==> src/rtl/manch_rx_pkg.sv <==
package manch_rx_pkg;
    typedef enum logic [1:0] {
        ST_HUNT    = 2'd0,
        ST_HDR_LOW = 2'd1,
        ST_DATA    = 2'd2
    } rx_state_e;
endpackage

==> src/rtl/manch_rx_sync.sv <==
// Two-stage synchronizer plus one delay stage used for transition detection.
module manch_rx_sync (
    input  logic clk_i,
    input  logic rst_ni,
    input  logic line_i,
    output logic edge_o,
    output logic prev_lvl_o
);
    typedef struct packed {
        logic s1;
        logic s2;
        logic s3;
    } sync_t;

    sync_t r_d, r_q;

    always_comb begin
        r_d    = r_q;
        r_d.s1 = line_i;
        r_d.s2 = r_q.s1;
        r_d.s3 = r_q.s2;
    end

    always_ff @(posedge clk_i) begin
        if (!rst_ni) r_q <= '0;
        else         r_q <= r_d;
    end

    assign edge_o     = r_q.s2 ^ r_q.s3;
    assign prev_lvl_o = r_q.s3;
endmodule

==> src/rtl/manch_rx_width.sv <==
// Counts cycles spent at the current level; restarts at one on each transition.
module manch_rx_width #(
    parameter int CNT_W = 12
) (
    input  logic             clk_i,
    input  logic             rst_ni,
    input  logic             edge_i,
    output logic [CNT_W-1:0] width_o
);
    localparam logic [CNT_W-1:0] CNT_MAX = {CNT_W{1'b1}};

    logic [CNT_W-1:0] cnt_d, cnt_q;

    always_comb begin
        if (edge_i)                cnt_d = CNT_W'(1);
        else if (cnt_q == CNT_MAX) cnt_d = cnt_q;
        else                       cnt_d = cnt_q + CNT_W'(1);
    end

    always_ff @(posedge clk_i) begin
        if (!rst_ni) cnt_q <= CNT_W'(1);
        else         cnt_q <= cnt_d;
    end

    assign width_o = cnt_q;

    // pulse widths are never reported as zero
    nonzero_width_chk: assert property (@(posedge clk_i) disable iff (!rst_ni)
        width_o != '0);
endmodule

==> src/rtl/manch_rx.sv <==
module manch_rx #(
    parameter int CNT_W   = 12,
    parameter int MIN_HDR = 8
) (
    input  logic       clk_i,
    input  logic       rst_ni,
    input  logic       line_i,
    output logic [7:0] byte_o,
    output logic       byte_valid_o,
    output logic       done_o,
    output logic       frame_err_o
);
    import manch_rx_pkg::*;

    localparam logic [CNT_W-1:0] MIN_W = CNT_W'(MIN_HDR);

    typedef struct packed {
        rx_state_e        st;
        logic [CNT_W-1:0] hdr;
        logic             at_mid;
        logic [2:0]       nbit;
        logic [7:0]       sh;
        logic [7:0]       dout;
        logic             vld;
        logic             done;
        logic             err;
    } rx_t;

    logic             edg, prev_lvl;
    logic [CNT_W-1:0] width, thr;
    logic             take_bit;
    rx_t              r_d, r_q;

    manch_rx_sync u_sync (
        .clk_i      (clk_i),
        .rst_ni     (rst_ni),
        .line_i     (line_i),
        .edge_o     (edg),
        .prev_lvl_o (prev_lvl)
    );

    manch_rx_width #(.CNT_W(CNT_W)) u_width (
        .clk_i   (clk_i),
        .rst_ni  (rst_ni),
        .edge_i  (edg),
        .width_o (width)
    );

    assign thr      = r_q.hdr >> 1;
    assign take_bit = (width >= thr) || !r_q.at_mid;

    always_comb begin
        r_d      = r_q;
        r_d.vld  = 1'b0;
        r_d.done = 1'b0;
        r_d.err  = 1'b0;
        unique case (r_q.st)
            ST_HUNT: begin
                if (edg && prev_lvl && (width > MIN_W)) begin
                    r_d.hdr = width;
                    r_d.st  = ST_HDR_LOW;
                end
            end
            ST_HDR_LOW: begin
                if (edg) begin
                    if (width < thr) begin
                        r_d.st     = ST_DATA;
                        r_d.at_mid = 1'b1;
                        r_d.nbit   = '0;
                    end else begin
                        r_d.st = ST_HUNT;
                    end
                end else if (width >= thr) begin
                    r_d.st = ST_HUNT;
                end
            end
            ST_DATA: begin
                if (edg) begin
                    if (width > r_q.hdr) begin
                        r_d.err = 1'b1;
                        r_d.st  = ST_HUNT;
                    end else if (take_bit) begin
                        r_d.sh     = {r_q.sh[6:0], ~prev_lvl};
                        r_d.at_mid = 1'b1;
                        r_d.nbit   = r_q.nbit + 3'd1;
                        if (r_q.nbit == 3'd7) begin
                            r_d.dout = {r_q.sh[6:0], ~prev_lvl};
                            r_d.vld  = 1'b1;
                        end
                    end else begin
                        r_d.at_mid = 1'b0;
                    end
                end else if ({1'b0, width} >= {r_q.hdr, 1'b0}) begin
                    r_d.done = 1'b1;
                    r_d.st   = ST_HUNT;
                end
            end
            default: r_d.st = ST_HUNT;
        endcase
    end

    always_ff @(posedge clk_i) begin
        if (!rst_ni) begin
            r_q    <= '0;
            r_q.st <= ST_HUNT;
        end else begin
            r_q <= r_d;
        end
    end

    assign byte_o       = r_q.dout;
    assign byte_valid_o = r_q.vld;
    assign done_o       = r_q.done;
    assign frame_err_o  = r_q.err;


    valid_single_chk: assert property (@(posedge clk_i) disable iff (!rst_ni)
        byte_valid_o |=> !byte_valid_o);

    valid_aligned_chk: assert property (@(posedge clk_i) disable iff (!rst_ni)
        byte_valid_o |-> (r_q.nbit == 3'd0));

    done_hunts_chk: assert property (@(posedge clk_i) disable iff (!rst_ni)
        done_o |-> (r_q.st == ST_HUNT));

    err_hunts_chk: assert property (@(posedge clk_i) disable iff (!rst_ni)
        frame_err_o |-> (r_q.st == ST_HUNT && !done_o));

    hdr_min_chk: assert property (@(posedge clk_i) disable iff (!rst_ni)
        (r_q.st == ST_DATA) |-> (r_q.hdr > MIN_W));

    done_single_chk: assert property (@(posedge clk_i) disable iff (!rst_ni)
        done_o |=> !done_o);
endmodule

==> config.mk <==
export PLATFORM = sky130hd
export DESIGN_NAME = manch_rx
export DESIGN_NICKNAME = d
export VERILOG_FILES = /design/src/rtl/manch_rx_pkg.sv /design/src/rtl/manch_rx_sync.sv /design/src/rtl/manch_rx_width.sv /design/src/rtl/manch_rx.sv
export SDC_FILE = /design/constraint.sdc
export NUM_CORES = 1
export LEC_CHECK = 0
export ABC_AREA = 1
export BUFFER_PORTS_ARGS = -buffer_cell sky130_fd_sc_hd__buf_2
export CAP_MARGIN = 5
export CORE_UTILIZATION = 60
export CTS_CLUSTER_DIAMETER = 100
export DETAILED_ROUTE_END_ITERATION = 7
export PLACE_DENSITY = 0.8
export SYNTH_ARGS = -nofsm -noshare
export SYNTH_HDL_FRONTEND = slang
export SYNTH_SLANG_ARGS = --single-unit
export TNS_END_PERCENT = 10
==> constraint.sdc <==
create_clock -name clk_i -period 2.06 [get_ports clk_i]
set_input_delay 0.309 -clock clk_i [delete_from_list [all_inputs] [get_ports clk_i]]
set_output_delay 0.309 -clock clk_i [all_outputs]
set_load 0.1 [all_outputs]
==> out/qor.yml, run 1 <==
numCtsBuffers: 5
critical_path.startpoint: "r_q[26]"
slew_violations: 0
dieArea_mm2: 0.00550
fmax_mhz: 491
reg2reg_slack_ns: 0.02
area_delta_synth_final_pct: 15.1
hold_violations: 0
gp_congestion: 0.898
drt_iter0_markers: 222
arrival_ns: 2.27
nFillCells: 385
grt.total_usage_pct: 26.5
cp.buffers_inverters: 4
drive_gt1_share_pct: 22.2
clock_sinks: 51
rows: 25
antenna_found_initial: 0
grt_pass1_vias: 2448
finalNetCount: 491
rr_startpoint: "r_q[26]"
worst_ep_required_time_ns: 2.29
syn-cell-area_mm2: 0.00313
ys_seq_area_share_pct: 32.7
synth.distinct_cells: 32
die_h_um: 74.2
pwr_density_cell_mw_per_mm2: 512
grt_setup_unrepaired: "true"
numPortBuffers: 13
first_pass_iters: 5
dp.cells: 498
io_pins: 14
peakVddDrop_uv: 264
clk_pin_slew_worst_paths_ns: 0.11
hold_start: "line_i"
start_kind: "flip-flop"
ys_seq_elements: 51
path_class: "reg -> reg"
critical_path.most_common_cell: "nand2_1"
yosys_warnings: 0
critPathTopFamily: "simple AND/OR/NAND/NOR gates"
wl_per_cell_um: 14.4
end_kind: "flip-flop"
finalCriticalPeriod_ns: 2.04
core_mm2: 0.00488
fin_worst_skew_ns: 0.0149
synth_fp_nets: 460
initial_utilization_pct: 64.1
hold_class: "in -> reg"
min_period_over_period_pct: 98.9
die_w_um: 74.2
dp_hpwl_um: 5080
antenna_cells: 0
drt_wl_total_um: 7440
vias: 2891
post-place-ws_ns: 0.0561
dpl_cell_area_mm2: 0.00329
grt_max_degree: 25
max_stage_delay_ns: 0.32
grt_first_pass_wirelength_um: 11100
synthCells: 418
drc: 0
critPathSlowestCell: "dfxtp_1"
fin_area_mm2: 0.00360
power.leakage_uw: 0.00163
worst_pin_slew_ns: 0.522
grt_overflow: 0
multi_input_area_mm2: 0.00190
htreeDepth: 2
max_cap_viol_count: 0
path_cells: "inv_1 > ha_1 > nand2_1 > inv_1 > nand2_1 > nand2_1 > nand2_1 > nand3_1 > nand2_2 > nand2_4 > clkinv_4 > buf_4 > nand2_4 > nand2_1 > a21oi_1"
syn_avg_cell_area_um2: 7.48
ctsHoldBuffers: 0
cts_max_path_buffers: 2
setup_ws_ns: 0.0218
antenna_left: 0
finalSetupTns_ns: 0
max_slew_margin_pct: 65.0
status: "complete, no violations"
avgViaCountPerCell: 5.59
fin_util_pct: 73.7
clk-insertion-delay-late_ns: 0.32
cts-root-buf: "clkbuf_8"
setup_viol: 0
cts_tree: "yes"
fin_cells: 517
regArea_mm2: 0.00103
cp_max_fo: 7
-- metrics by stage --
step	power (µW)	hold WS (ns)
floorplan	1160	0.390
global placement	1210	0.400
detailed placement	1210	0.407
CTS	1830	0.182
global route	1900	0.186
finish	1840	0.182
-- layout by cell type, fill, tap and decap left out --
master,n
a211oi_1,2
a21o_1,1
a21oi_1,43
a21oi_2,2
a21oi_4,1
a31oi_1,3
buf_2,13
buf_4,24
buf_6,1
clkbuf_8,5
clkinv_1,1
clkinv_4,3
dfxtp_1,43
dfxtp_2,8
ha_1,33
ha_4,6
inv_1,46
inv_2,11
inv_8,1
nand2_1,80
nand2_2,6
nand2_4,5
nand3_1,27
nand3_2,3
nand3_4,2
nand4_1,19
nor2_1,21
nor2_2,3
nor2_4,4
nor3_1,5
nor3_2,1
nor4_1,2
o21ai_0,19
or2_2,1
xnor2_1,3
xor2_1,2
-- cell usage after synthesis --
library cell | number | area, µm²
buf_4 | 8 | 60.1
nand2_4 | 2 | 22.5
nand3_1 | 27 | 135
inv_4 | 1 | 6.26
nor2_2 | 2 | 12.5
a21o_1 | 1 | 7.51
nand3_4 | 2 | 35.0
a211oi_1 | 2 | 15.0
nor3_2 | 1 | 10.0
nor2_1 | 22 | 82.6
inv_1 | 54 | 203
buf_6 | 2 | 22.5
nor2_4 | 4 | 45.0
a21oi_1 | 45 | 225
ha_1 | 39 | 488
clkbuf_1 | 3 | 11.3
xor2_1 | 2 | 17.5
a21oi_4 | 1 | 16.3
clkinv_1 | 1 | 3.75
xnor2_1 | 3 | 26.3
nand4_1 | 19 | 119
nand2_2 | 5 | 31.3
or2_2 | 1 | 6.26
o21ai_0 | 19 | 95.1
a31oi_1 | 3 | 18.8
nor3_1 | 5 | 25.0
buf_2 | 3 | 15.0
dfxtp_1 | 51 | 1020
nand2_1 | 84 | 315
nand3_2 | 1 | 10.0
inv_2 | 3 | 11.3
nor4_1 | 2 | 12.5
-- flip-flops by register name, indices dropped and copies added, names as in the netlist --
name	flops
frame_err_o	1
u_sync.prev_lvl_o	1
r_q	25
byte_o	8
done_o	1
u_sync.r_d	2
u_width.width_o	12
byte_valid_o	1
-- final cells by class --
cell class / count / share of cell area, %
clock buffer: 5 / 1.91
sequential: 51 / 28.7
multi-input combinational: 294 / 52.9
inverter: 59 / 6.30
tap: 67 / 2.33
clock inverter: 3 / 0.800
timing repair buffer: 38 / 7.13
-- layer usage --
| layer | routed length (µm) | part of all wire (%) | GRT usage (%) | up-vias |
|---|---|---|---|---|
| li1 | - | - | - | 1447 |
| met1 | 3440 | 46 | 37.6 | 1327 |
| met2 | 3490 | 47 | 41.8 | 108 |
| met3 | 429 | 5.8 | 2.98 | 9 |
| met4 | 85 | 1.1 | 8.97 | 0 |
| met5 | 0 | 0 | 0 | - |
-- cells by family after synthesis --
family	share of synthesized area, %
fa+ha+maj	15.6
buf+inv	10.6
xor+xnor	1.40
compound gates	12.1
simple gates	27.6
flops	32.7
-- worst register-to-register path: stages (launching register included) --
cell	delay, ns
dfxtp_1	0.32
inv_1	0.09
ha_1	0.32
nand2_1	0.06
inv_1	0.09
nand2_1	0.06
nand2_1	0.08
nand2_1	0.05
nand3_1	0.10
nand2_2	0.10
nand2_4	0.09
clkinv_4	0.08
buf_4	0.15
nand2_4	0.08
nand2_1	0.08
a21oi_1	0.18
-- worst paths after layout --
| kind | end | cells after the start |
|---|---|---|
| worst max-delay path | r_q[17] | 15 |
| worst min-delay path | u_sync.r_d[1] | 3 |
| worst max register to register | r_q[17] | 15 |
| worst min register to register | u_sync.r_d[0] | 2 |
-- timing repair --
| item | in CTS | in global routing |
|---|---|---|
| setup buffers | 0 | 9 |
| endpoints found under the hold margin | 0 | 0 |
| endpoints found under the setup margin | 0 | 20 |
| gates resized for setup | 0 | 39 |
-- power by group --
group	leakage, µW	switching, µW	internal [µW]
registers	0.000416	11.1	996
logic	0.00117	135	75.1
clock network	0.0000502	372	252
No activity file was read; power rests on OpenSTA's default activity.
==> run 2, diff against run 1 <==
- CORE_UTILIZATION: 60 -> 45
- PLACE_DENSITY: 0.8 -> 0.63
==> run 2 against run 1 <==
  * Critical path depth fell by 2
  * Power up 0.46%
  * Cell area grew 2.1%
  * Setup slack improved by 0.12 ns
  * Non-clock buffer count is 6 higher
==> out/qor.yml, run 2 (synthesized netlist as in run 1, its figures left out) <==
dp.cells: 517  # +3.8%
hold_class: "in -> reg"
worst_pin_slew_ns: 0.486  # -0.0353 ns
grt_max_degree: 19  # -24%
dieArea_mm2: 0.00728  # +32%
drc: 0  # unchanged
grt_first_pass_wirelength_um: 11400  # +3.0%
start_kind: "flip-flop"
finalNetCount: 498  # +1.4%
setup_viol: 0  # unchanged
area_delta_synth_final_pct: 17.5
arrival_ns: 2.15  # -0.12 ns
clk_pin_slew_worst_paths_ns: 0.10  # about the same
core_mm2: 0.00676  # +38%
fin_cells: 537  # +3.9%
fin_area_mm2: 0.00367  # +2.1%
drive_gt1_share_pct: 23.4  # +1.2 points
antenna_left: 0  # unchanged
fin_worst_skew_ns: 0.0118  # -0.00311 ns
antenna_cells: 0  # unchanged
largest_register_ffs: 25  # unchanged
worst_ep_required_time_ns: 2.29  # about the same
pwr_density_cell_mw_per_mm2: 504  # -1.6%
max_cap_viol_count: 0  # unchanged
gp_congestion: 0.859  # -4.4%
dp_hpwl_um: 5310  # +4.4%
vias: 2776  # -4.0%
antenna_found_initial: 0  # unchanged
clk-insertion-delay-late_ns: 0.32  # about the same
cts-root-buf: "clkbuf_8"
cp_max_fo: 6  # -1
cts_tree: "yes"
nFillCells: 629  # +63%
post-place-ws_ns: 0.134  # +0.0782 ns
peakVddDrop_uv: 249  # -5.4%
status: "complete, no violations"
grt.total_usage_pct: 19.7  # -6.8 points
setup_ws_ns: 0.141  # +0.119 ns
power.leakage_uw: 0.00167  # +2.2%
wl_per_cell_um: 13.4  # -6.9%
grt_overflow: 0  # unchanged
numCtsBuffers: 5  # unchanged
slew_violations: 0  # unchanged
drt_wl_total_um: 7200  # -3.3%
die_w_um: 85.3  # +15%
grt_pass1_vias: 2449  # +0.041%
htreeDepth: 2  # unchanged
initial_utilization_pct: 46.3  # -18 points
io_pins: 14  # unchanged
dpl_cell_area_mm2: 0.00335  # +1.9%
max_slew_margin_pct: 67.8  # +2.8 points
drt_iter0_markers: 98  # -56%
clock_sinks: 51  # unchanged
hold_violations: 0  # unchanged
finalCriticalPeriod_ns: 1.92  # -0.119 ns
mostFrequentLayoutCells: "nand2_1, inv_1, dfxtp_1"
end_kind: "flip-flop"
first_pass_iters: 4  # -1
cts_max_path_buffers: 2  # unchanged
avgViaCountPerCell: 5.17  # -7.6%
largest-register: "r_q"
rows: 30  # +20%
final_common_cell: "nand2_1"
path_class: "reg -> reg"
p_total_uw: 1850  # +0.46%
numPortBuffers: 13  # unchanged
min_period_over_period_pct: 93.1  # -5.8 points
fmax_mhz: 521  # +6.2%
die_h_um: 85.3  # +15%
==> run 2: final cells by class <==
type,instances,area [µm²],share of cell area [%]
clock inverter,3,28.8,0.783
inverter,59,226,6.16
timing repair buffer,44,302,8.21
tap,80,100,2.72
timing repair inverter,1,6.26,0.170
sequential,51,1030,28.1
clock buffer,5,68.8,1.87
multi-input combinational,294,1910,52.0
==> run 2: metal layers <==
layer / global-route usage (%) / routed length [µm] / up-vias
met5: 0 / 0 / -
met4: 4.09 / 36 / 0
met3: 3.21 / 244 / 5
met2: 33.8 / 3420 / 42
met1: 26.2 / 3500 / 1258
li1: - / - / 1471
==> run 2: worst paths after layout <==
path	startpoint	endpoint	slack, ns	cells past startpoint
worst max-delay path	r_q[30]	r_q[21]	0.14	13
worst min-delay path	line_i	u_sync.r_d[1]	0.18	3
worst max register to register	r_q[30]	r_q[21]	0.14	13
worst min register to register	u_sync.r_d[1]	u_sync.r_d[0]	0.42	2
==> run 2: worst max-delay path, cell delays in order, from the launching register on <==
cell and delay [ns]:
dfxtp_2 0.34, inv_2 0.06, ha_1 0.30, nand2_2 0.08
inv_1 0.06, nand2_1 0.09, nand2_2 0.08, a21oi_4 0.20
nand3_4 0.18, buf_4 0.19, nand4_1 0.08, nand3_1 0.07
nand2_1 0.07, nor2_1 0.04
==> run 2: per-stage QoR <==
step / utilization, % / TNS (ns) / hold WS (ns)
5_1_grt: 54.4 / -0.0402 / 0.176
4_1_cts: 51.0 / 0 / 0.169
3_3_place_gp: 49.5 / 0 / 0.393
2_1_floorplan: - / 0 / 0.390
6_report: 54.4 / 0 / 0.177
3_5_place_dp: 49.5 / 0 / 0.399
==> run 2: timing repair <==
action / 4_1_cts / 5_1_grt
hold buffers: 0 / 0
resized for setup: 0 / 34
buffers inserted: 0 / 9
endpoints found under the setup margin: 0 / 19
==> run 2: power breakdown <==
group          total (µW)  switching, µW  internal, µW
Combinational         222            132          90.1
Clock                 621            369           252
Sequential           1010           11.2           996
Total                1850            512          1340
==> run 3, diff against run 2 <==
- CELL_PAD_IN_SITES_DETAIL_PLACEMENT: unset -> 2
- CELL_PAD_IN_SITES_GLOBAL_PLACEMENT: unset -> 2
- CORE_UTILIZATION: 45 -> 36
- PLACE_DENSITY: 0.63 -> 0.81
==> run 3 against run 2 <==
  * The run now ends with negative setup slack left
  * Die area grew 24%
  * Fmax shrank 10%
  * Critical endpoint is now u_width.width_o[5]
  * Clock power rose by 23%
  * Clock skew up 0.0027 ns
==> out/qor.yml, run 3 (synthesized netlist as in run 1, its figures left out) <==
grt.met1_usage_pct: 28.7  # +2.5 points
die_w_um: 95.2  # +12%
clk_pin_slew_worst_paths_ns: 0.11  # about the same
violations: "negative setup slack"
area_delta_synth_final_pct: 20.8
cp_max_fo: 4  # -2
worst_pin_slew_ns: 0.502  # +0.0159 ns
top_usage_layer: "met2"
grt_max_degree: 18  # -1
clk-insertion-delay-late_ns: 0.32  # about the same
p_total_uw: 2020  # +9.3%
grt_first_pass_wirelength_um: 15600  # +36%
avgViaCountPerCell: 5.51  # +6.5%
grt_util_met2_pct: 38.8  # +5.0 points
core_mm2: 0.00830  # +23%
worst_ep_required_time_ns: 2.32  # +0.03 ns
critPathSlowestCell: "dfxtp_1"
dp_hpwl_um: 7120  # +34%
path_cells: "buf_4 > ha_1 > nand3_1 > nor3_4 > nand2_1 > nor2_2 > o21ai_0 > o21ai_0 > nand2_1 > inv_1"
drc: 0  # unchanged
fin_worst_skew_ns: 0.0145  # +0.00266 ns
end_kind: "flip-flop"
holdWs_ns: 0.164  # -0.0131 ns
max_slew_margin_pct: 66.7  # -1.1 points
numPortBuffers: 13  # unchanged
wl_per_cell_um: 21.0  # +57%
fin_util_pct: 45.5  # -8.9 points
rows: 33  # +10%
slew_violations: 0  # unchanged
setup_viol: 12  # +12
status: "finished with violations"
die_h_um: 95.2  # +12%
finalNetCount: 498  # unchanged
pwr-share-comb_pct: 12.4  # +0.4 points
final_common_cell: "nand2_1"
post-place-ws_ns: -0.184  # -0.318 ns
clock_sinks: 51  # unchanged
largest-register: "r_q"
vias: 3095  # +11%
dieArea_mm2: 0.00906  # +24%
antenna_cells: 0  # unchanged
setup_ws_ns: -0.0717  # -0.213 ns
mostFrequentLayoutCells: "nand2_1, inv_1, a21oi_1"
seq_power_share_pct: 49.9  # -4.5 points
grt_setup_unrepaired: "true"
hold_class: "in -> reg"
power.leakage_uw: 0.00171  # +2.2%
initial_utilization_pct: 37.7  # -8.6 points
path_class: "reg -> reg"
cts_tree: "yes"
switching_share_pct: 28.0  # +0.30 points
grt_overflow: 0  # unchanged
cts_max_path_buffers: 2  # unchanged
numCtsBuffers: 5  # unchanged
fmax_mhz: 469  # -10%
arrival_ns: 2.39  # +0.24 ns
finalCriticalPeriod_ns: 2.13  # +0.213 ns
max_stage_delay_ns: 0.34  # about the same
pwr_density_cell_mw_per_mm2: 536  # +6.4%
p_int_uw: 1460  # +8.9%
antenna_left: 0  # unchanged
htreeDepth: 2  # unchanged
p_sw_uw: 566  # +11%
clkPwrFrac_pct: 37.7  # +4.1 points
max_cap_viol_count: 0  # unchanged
drt_iter0_markers: 68  # -31%
grt_pass1_vias: 3135  # +28%
drt_wl_total_um: 11800  # +64%
cts-root-buf: "clkbuf_8"
grt.total_usage_pct: 22.4  # +2.7 points
gp_congestion: 0.832  # -3.2%
io_pins: 14  # unchanged
largest_register_ffs: 25  # unchanged
peakVddDrop_uv: 298  # +20%
antenna_found_initial: 0  # unchanged
drive_gt1_share_pct: 25.4  # +2.0 points
hold_violations: 0  # unchanged
grt_util_met3_pct: 3.03  # -0.18 points
start_kind: "flip-flop"
min_period_over_period_pct: 103  # +10 points
first_pass_iters: 4  # unchanged
==> run 3: power by group through the flow <==
| stage | combinational (µW) | sequential (µW) | clock (µW) |
|---|---|---|---|
| after floorplan | 133 | 1030 | 0 |
| after global placement | 191 | 1030 | 0 |
| after detailed placement | 203 | 1030 | 0 |
| after CTS | 217 | 1010 | 766 |
| after global routing | 273 | 1010 | 806 |
| final | 251 | 1010 | 763 |
==> run 3: final timing paths <==
path / slack [ns] / to / cells past startpoint / startpoint
min reg2reg: 0.43 / u_sync.r_d[0] / 2 / u_sync.r_d[1]
min: 0.16 / u_sync.r_d[1] / 3 / line_i
max reg2reg: -0.07 / u_width.width_o[5] / 10 / u_width.width_o[0]
max: -0.07 / u_width.width_o[5] / 10 / u_width.width_o[0]
==> run 3: metrics by stage <==
stage / instance area, µm² / TNS, ns / instances
final: 3770 / -0.310 / 562
after global routing: 3770 / -2.43 / 562
after CTS: 3530 / 0 / 551
after detailed placement: 3360 / -2.15 / 540
after global placement: 3360 / 0 / 540
after floorplan: 3130 / 0 / 418
==> run 3: routing by layer <==
layer | vias up | share of wire, %
li1 | 1462 | -
met1 | 1567 | 47
met2 | 45 | 49
met3 | 21 | 1.8
met4 | 0 | 2.2
met5 | - | 0
==> run 3: what timing repair did <==
item / in CTS / in global routing
setup buffers: 1 / 11
pin swaps: 4 / 13
gates resized for setup: 7 / 44
gates cloned: 2 / 0
hold buffers: 0 / 0
setup endpoints to repair: 20 / 23
==> run 3: cell type report <==
class	instances	area [µm²]
clock buffers	5	68.8
clock inverters	3	46.3
fillers	939	4520
inverters	59	234
multi-input cells	293	1940
flip-flops and latches	51	1030
well taps	105	131
repair buffers	45	318
repair inverters	1	6.26
==> run 3: critical path, delay by kind of cell, from the launching register on <==
family | cells | cell delay, ns
buf+inv | 2 | 0.20
flops | 1 | 0.34
fa+ha+maj | 1 | 0.18
compound gates | 2 | 0.35
simple gates | 5 | 1.00
